`config.mk`:
```
export PLATFORM = sky130hd
export DESIGN_NAME = wel_erase_gate
export DESIGN_NICKNAME = d
export VERILOG_FILES = /design/src/rtl/wel_gate_pkg.sv /design/src/rtl/cmd_judge.sv /design/src/rtl/erase_timer.sv /design/src/rtl/wel_erase_gate.sv
export SDC_FILE = /design/constraint.sdc
export NUM_CORES = 1
export LEC_CHECK = 0
export BUFFER_PORTS_ARGS = -buffer_cell sky130_fd_sc_hd__buf_4
export CAP_MARGIN = 10
export CORE_ASPECT_RATIO = 0.6
export CORE_MARGIN = 2
export CORE_UTILIZATION = 40
export CTS_BUF_LIST = sky130_fd_sc_hd__clkbuf_4 sky130_fd_sc_hd__clkbuf_8 sky130_fd_sc_hd__clkbuf_16
export CTS_CLUSTER_DIAMETER = 50
export CTS_CLUSTER_SIZE = 20
export DETAILED_ROUTE_END_ITERATION = 10
export GPL_ROUTABILITY_DRIVEN = 0
export SKIP_CTS_REPAIR_TIMING = 1
export SYNTH_ARGS = -nofsm -noshare
export SYNTH_HDL_FRONTEND = slang
export SYNTH_SLANG_ARGS = --single-unit
```
`constraint.sdc`:
```
create_clock -name clk_i -period 4.7 [get_ports clk_i]
set_input_delay 0.94 -clock clk_i [delete_from_list [all_inputs] [get_ports clk_i]]
set_output_delay 0.94 -clock clk_i [all_outputs]
set_load 0.02 [all_outputs]
```
`src/rtl/wel_gate_pkg.sv`:
```
package wel_gate_pkg;
  localparam logic [7:0] OP_WREN    = 8'h06;
  localparam logic [7:0] OP_RDSR    = 8'h05;
  localparam logic [7:0] OP_ER_PAGE = 8'h81;
  localparam logic [7:0] OP_ER_4K   = 8'h20;
  localparam logic [7:0] OP_ER_32K  = 8'h52;
  localparam logic [7:0] OP_ER_CHIP = 8'h60;

  typedef enum logic [1:0] {
    SCOPE_PAGE = 2'd0,
    SCOPE_4K   = 2'd1,
    SCOPE_32K  = 2'd2,
    SCOPE_CHIP = 2'd3
  } scope_e;

  typedef struct packed {
    logic   set_wel;
    logic   clr_wel;
    logic   launch;
    scope_e scope;
  } verdict_t;
endpackage

```
`src/rtl/cmd_judge.sv`:
```
module cmd_judge
  import wel_gate_pkg::*;
#(
  parameter int CNT_W      = 12,
  parameter int ADDR_BYTES = 3
) (
  input  logic             valid_i,
  input  logic [7:0]       opcode_i,
  input  logic [CNT_W-1:0] bits_i,
  input  logic             wel_i,
  input  logic             busy_i,
  input  logic             protect_i,
  output verdict_t         verdict_o
);
  localparam int ERASE_BITS = 8 * (1 + ADDR_BYTES);

  logic has_op, aligned, full_addr;

  always_comb begin
    has_op    = bits_i >= CNT_W'(8);
    aligned   = bits_i[2:0] == 3'b000;
    full_addr = bits_i >= CNT_W'(ERASE_BITS);
    verdict_o = '0;
    if (valid_i && !busy_i && has_op) begin
      case (opcode_i)
        OP_WREN: verdict_o.set_wel = aligned;
        OP_ER_PAGE, OP_ER_4K, OP_ER_32K: begin
          if (!aligned) verdict_o.clr_wel = 1'b1;
          else if (wel_i && full_addr) begin
            verdict_o.launch = 1'b1;
            verdict_o.scope  = (opcode_i == OP_ER_PAGE) ? SCOPE_PAGE :
                               (opcode_i == OP_ER_4K)   ? SCOPE_4K : SCOPE_32K;
          end
        end
        OP_ER_CHIP: begin
          if (!aligned) verdict_o.clr_wel = 1'b1;
          else if (wel_i) begin
            if (protect_i) verdict_o.clr_wel = 1'b1;
            else begin
              verdict_o.launch = 1'b1;
              verdict_o.scope  = SCOPE_CHIP;
            end
          end
        end
        default: ;  // status read and unknown opcodes: no action
      endcase
    end
  end
endmodule

```
`src/rtl/erase_timer.sv`:
```
module erase_timer #(
  parameter int ERASE_CYCLES = 50000
) (
  input  logic clk_i,
  input  logic rst_ni,
  input  logic start_i,
  output logic busy_o,
  output logic done_o
);
  localparam int CYC_W = $clog2(ERASE_CYCLES + 1);

  logic [CYC_W-1:0] cnt_q;
  logic             busy_q;

  assign busy_o = busy_q;
  assign done_o = busy_q && (cnt_q == '0);

  always_ff @(posedge clk_i or negedge rst_ni) begin
    if (!rst_ni) begin
      busy_q <= 1'b0;
      cnt_q  <= '0;
    end else if (start_i) begin
      busy_q <= 1'b1;
      cnt_q  <= CYC_W'(ERASE_CYCLES - 1);
    end else if (busy_q) begin
      if (cnt_q == '0) busy_q <= 1'b0;
      else             cnt_q  <= cnt_q - 1'b1;
    end
  end

  // no relaunch while an erase runs
  assert_no_restart_R10: assert property (@(posedge clk_i) disable iff (!rst_ni)
    start_i |-> !busy_q);
  // busy persists until the terminal count
  assert_busy_hold_R8: assert property (@(posedge clk_i) disable iff (!rst_ni)
    (busy_q && !done_o) |=> busy_q);
  assert_busy_end_R8: assert property (@(posedge clk_i) disable iff (!rst_ni)
    (done_o && !start_i) |=> !busy_q);
endmodule

```
`src/rtl/wel_erase_gate.sv`:
```
module wel_erase_gate
  import wel_gate_pkg::*;
#(
  parameter int CNT_W        = 12,
  parameter int ADDR_BYTES   = 3,
  parameter int ERASE_CYCLES = 50000
) (
  input  logic             clk_i,
  input  logic             rst_ni,
  input  logic             cmd_valid_i,
  input  logic [7:0]       cmd_opcode_i,
  input  logic [CNT_W-1:0] cmd_bits_i,
  input  logic             protect_i,
  input  logic             fail_inject_i,
  output logic [7:0]       status_o,
  output logic             erase_go_o,
  output logic [1:0]       erase_scope_o
);
  verdict_t verdict;
  logic     wel_q, err_q, arm_q, go_q, busy, done;
  scope_e   scope_q;

  cmd_judge #(.CNT_W(CNT_W), .ADDR_BYTES(ADDR_BYTES)) u_judge (
    .valid_i   (cmd_valid_i),
    .opcode_i  (cmd_opcode_i),
    .bits_i    (cmd_bits_i),
    .wel_i     (wel_q),
    .busy_i    (busy),
    .protect_i (protect_i),
    .verdict_o (verdict)
  );

  erase_timer #(.ERASE_CYCLES(ERASE_CYCLES)) u_timer (
    .clk_i   (clk_i),
    .rst_ni  (rst_ni),
    .start_i (verdict.launch),
    .busy_o  (busy),
    .done_o  (done)
  );

  always_ff @(posedge clk_i or negedge rst_ni) begin
    if (!rst_ni) begin
      wel_q   <= 1'b0;
      err_q   <= 1'b0;
      arm_q   <= 1'b0;
      go_q    <= 1'b0;
      scope_q <= SCOPE_PAGE;
    end else begin
      go_q <= verdict.launch;
      if (verdict.launch) begin
        scope_q <= verdict.scope;
        arm_q   <= fail_inject_i;
      end
      if (verdict.set_wel)                        wel_q <= 1'b1;
      else if (verdict.clr_wel || verdict.launch) wel_q <= 1'b0;
      if (done) err_q <= arm_q;
    end
  end

  assign status_o      = {2'b00, err_q, 3'b000, wel_q, busy};
  assign erase_go_o    = go_q;
  assign erase_scope_o = scope_q;

  assert_launch_effects_R4: assert property (@(posedge clk_i) disable iff (!rst_ni)
    verdict.launch |=> (go_q && busy && !wel_q));
  assert_go_single_R4: assert property (@(posedge clk_i) disable iff (!rst_ni)
    go_q |=> !go_q);
  assert_launch_needs_wel_R5: assert property (@(posedge clk_i) disable iff (!rst_ni)
    verdict.launch |-> wel_q);
  assert_misaligned_clear_R6: assert property (@(posedge clk_i) disable iff (!rst_ni)
    (cmd_valid_i && !busy && cmd_bits_i >= CNT_W'(8) && cmd_bits_i[2:0] != 3'b000 &&
     (cmd_opcode_i == OP_ER_PAGE || cmd_opcode_i == OP_ER_4K ||
      cmd_opcode_i == OP_ER_32K  || cmd_opcode_i == OP_ER_CHIP)) |=> (!wel_q && !go_q));
  assert_protect_block_R7: assert property (@(posedge clk_i) disable iff (!rst_ni)
    (cmd_valid_i && cmd_opcode_i == OP_ER_CHIP && protect_i) |=> !go_q);
  assert_busy_freeze_R10: assert property (@(posedge clk_i) disable iff (!rst_ni)
    (cmd_valid_i && busy && !done) |=> ($stable(wel_q) && $stable(err_q)));
  assert_err_hold_R9: assert property (@(posedge clk_i) disable iff (!rst_ni)
    !done |=> $stable(err_q));
endmodule

```
==> reports/results.md <==
| Quantity | Value |
| --- | --- |
| Cell with the largest stage delay on the worst path | nor4b_1 |
| Yosys warns | 0 |
| Clock latency reported for the late side of the worst-skew pair | 0.27 ns |
| Worst R2R End | arm_q |
| Non-filler cells, final | 219 |
| CP Max Fanout | 12 |
| Number of optimization iterations in the first detailed-route pass | 4 |
| Summed instance area of the synthesized netlist | 1380 um2 |
| FF-to-FF path depth | 4 |
| Average routed wire per standard cell | 14.3 um |
| CTS buffer count | 3 |
| Worst hold path stage count | 1 |
| Fraction of final layout cells sized beyond drive strength 1 | 27.6% |
| Hold path startpoint | arm_q |
| Path type of the worst setup path | primary input to flop |
| Initial Util | 42.0% |
| Via density per instance | 5.22 |
| Via count of the first global-routing pass | 1155 |
| Status | finished, final reports clean |
| Cell area power density | 213 nW/um2 |
| Drt initial violations | 54 |
| Top post-synthesis cells by area | dfrtp_1 42%, nor2_1 5.2%, xor2_1 5.1% |
| Floorplan Core Area | 3280 um2 |
| Remaining Overflow, GRT | 0 |
| Crit path DAT | 3.00 ns |
| Diode insertion count for antenna repair | 0 |
| Final Critical Period | 2.85 ns |
| Y dimension of the die | 49.5 um |
| Number of flops mapped to enable cells by yosys | 0 |
| Width of the chip | 79.8 um |
| End-of-flow core utilization | 50.4% |
| Count of cell types in the netlist | 47 |
| Maximum vdd drop | 135 uV |
| Skew final | 0.00217 ns |
| Total Neg Setup Slack | 0 ns |
| Synthesized netlist cell count | 146 |
| Sequential-to-total area share from yosys stat | 41.7% |
| # port buffers | 30 |
| Commonest cells post-synth | 23 x dfrtp_1, 19 x nor2_1, 15 x nand2_1 |
| Remaining antenna violation count | 0 |
| Number of H-tree branching levels | 1 |
| Number of cells in the design after placement | 215 |
| Critical path, cell by cell | buf_4 > nor4b_1 > nor4b_1 > o21a_1 > o21ai_2 > clkinv_2 > mux2_1 |
| Relative slew slack | 37.6% |
| Endpoint required time on the critical path | 4.86 ns |
| Standard-cell row count | 16 |
| Largest area contributor in the synthesized netlist | dfrtp_1 |
| Kind of launch point of the worst setup path | primary input |
| Max Clock Freq | 351 MHz |
| Count of final max-slew check failures | 0 |
| Mean instance size in the synthesized netlist | 9.45 um2 |
| RSZ-0062 raised after global routing | no |
| Static leakage power | 0.649 nW |
| Hold violation count in the final report | 0 |
| Number of remaining DRC errors | 0 |
| Final setup violation count | 0 |
| Clock root buffer master | clkbuf_8 |
| Wire length reported by the detailed router | 3.13 mm |
| Min-delay worst type | flop to flop |
| Setup slack, reg-to-reg | 2.39 ns |
| Number of filler instances in the final layout | 326 |
| Reg-to-reg startpoint | u_timer.busy_o |
| Hold path endpoint | arm_q |
| Share of Yosys cell area claimed by the top area cell type | 41.7% |
| Number of buffers on the longest clock path | 2 |
| Worst setup EP type | flop |
| HPWL Detailed | 2.42 mm |
| Pin count of the biggest net entering global routing | 24 |
| Initial antenna violation count | 0 |
| FFs w/ async S/R, synth | 100% |
| Final clock period utilization by the worst path | 60.6% |
| Syn-to-layout area delta | 19.9% |
| Multi-input combinational cell area | 734 um2 |
| Max-cap check violation count | 0 |
| Total number of nets in the final design | 201 |
| CTS Sinks | 23 |
| Wire length of the first global-routing pass | 5.46 mm |
| Max incr delay on CP | 0.61 ns |
| Worst hold slack | 0.501 ns |
| Total non-filler cell area in the finished layout | 1650 um2 |
| Total power | 0.353 mW |
| CTS tree | built |
| Dominant cell by count in the synthesized netlist | dfrtp_1 |
| Flip-flop and latch count after synthesis | 23 |
| Critical path's most frequent cell | nor4b_1 |
| Number of top-level pins | 36 |
| Gr usage total | 17.9% |
| Most instantiated flip-flop cell in the synthesis netlist | dfrtp_1 |
| Post-place instance area | 1610 um2 |
| Tightest Pin Transition | 0.930 ns |
| Area of the die | 3950 um2 |
| Clock transition at the register clock pins on the worst setup and hold paths after CTS | 0.08 ns |
| Sequential cell area | 576 um2 |
| Via count of the routed design | 1143 |
| Placement-stage worst setup slack | 1.61 ns |
| Worst Setup Slack, final | 1.85 ns |
-- power breakdown --
part / internal [mW] / leakage [nW] / switching, mW
Combinational: 0.0151 / 0.374 / 0.0145
Sequential: 0.198 / 0.249 / 0.00000160
Clock: 0.0593 / 0.0255 / 0.0663
Total: 0.272 / 0.649 / 0.0807
-- cell usage in the layout, fill, tap and decap left out, drive strengths merged, types with 2 or more instances in the layout --
master / instances
or3: 2
nor3: 5
xor2: 8
clkbuf: 3
dfrtp: 23
a21oi: 2
nor4: 5
or4b: 3
or2: 3
nand4: 2
nor4b: 6
xnor2: 5
nand2: 15
conb: 5
nor2: 19
buf: 30
nand3: 6
clkinv: 2
o21ai: 8
mux2: 3
inv: 3
-- cell type report --
| cell class | instances | area share (%) |
|---|---|---|
| multi-input combinational | 113 | 44.4 |
| sequential | 23 | 34.8 |
| timing repair buffer | 30 | 13.6 |
| tap | 45 | 3.40 |
| clock buffer | 3 | 2.50 |
| inverter | 4 | 0.983 |
| clock inverter | 1 | 0.303 |
-- critical path: cells and delay by family --
family / cells / cell delay (ns)
multiplexers: 1 / 0.33
AND/OR/NAND/NOR: 2 / 0.97
AO/OA/AOI/OAI: 2 / 0.41
buffers and inverters: 2 / 0.35
-- cells by family after synthesis --
kind of cell / Yosys count / synth area share [%]
buffers and inverters: 14 / 6.16
flip-flops: 23 / 41.7
AND/OR/NAND/NOR: 72 / 30.9
AO/OA/AOI/OAI: 19 / 9.34
other: 1 / 0.272
multiplexers: 3 / 2.45
XOR/XNOR: 13 / 8.25
adder cells (fa/ha/maj): 1 / 0.906
-- routing by layer --
layer	up-vias	GRT usage, %	share of wire [%]
met5	-	0	0
met4	0	2.26	0.32
met3	2	5.13	4.7
met2	31	27.9	43
met1	542	25.6	52
li1	568	-	-
-- worst max path at each step --
stage / from / end / slack, ns / depth (start not counted)
finish: cmd_opcode_i[0] / arm_q / 1.85 / 7
CTS: cmd_opcode_i[0] / arm_q / 1.88 / 7
global route: cmd_opcode_i[0] / arm_q / 1.71 / 7
global placement: cmd_opcode_i[0] / arm_q / 1.55 / 7
detailed placement: cmd_opcode_i[0] / arm_q / 1.61 / 7
floorplan: cmd_opcode_i[1] / arm_q / 2.16 / 6
-- flip-flops by register name, summed over array words and instances, names as in the netlist --
signal / cells
err_q: 1
u_timer.cnt_q: 16
arm_q: 1
erase_go_o: 1
erase_scope_o: 2
wel_q: 1
u_timer.busy_o: 1
Note: power is estimated with default switching activity, not from simulation.
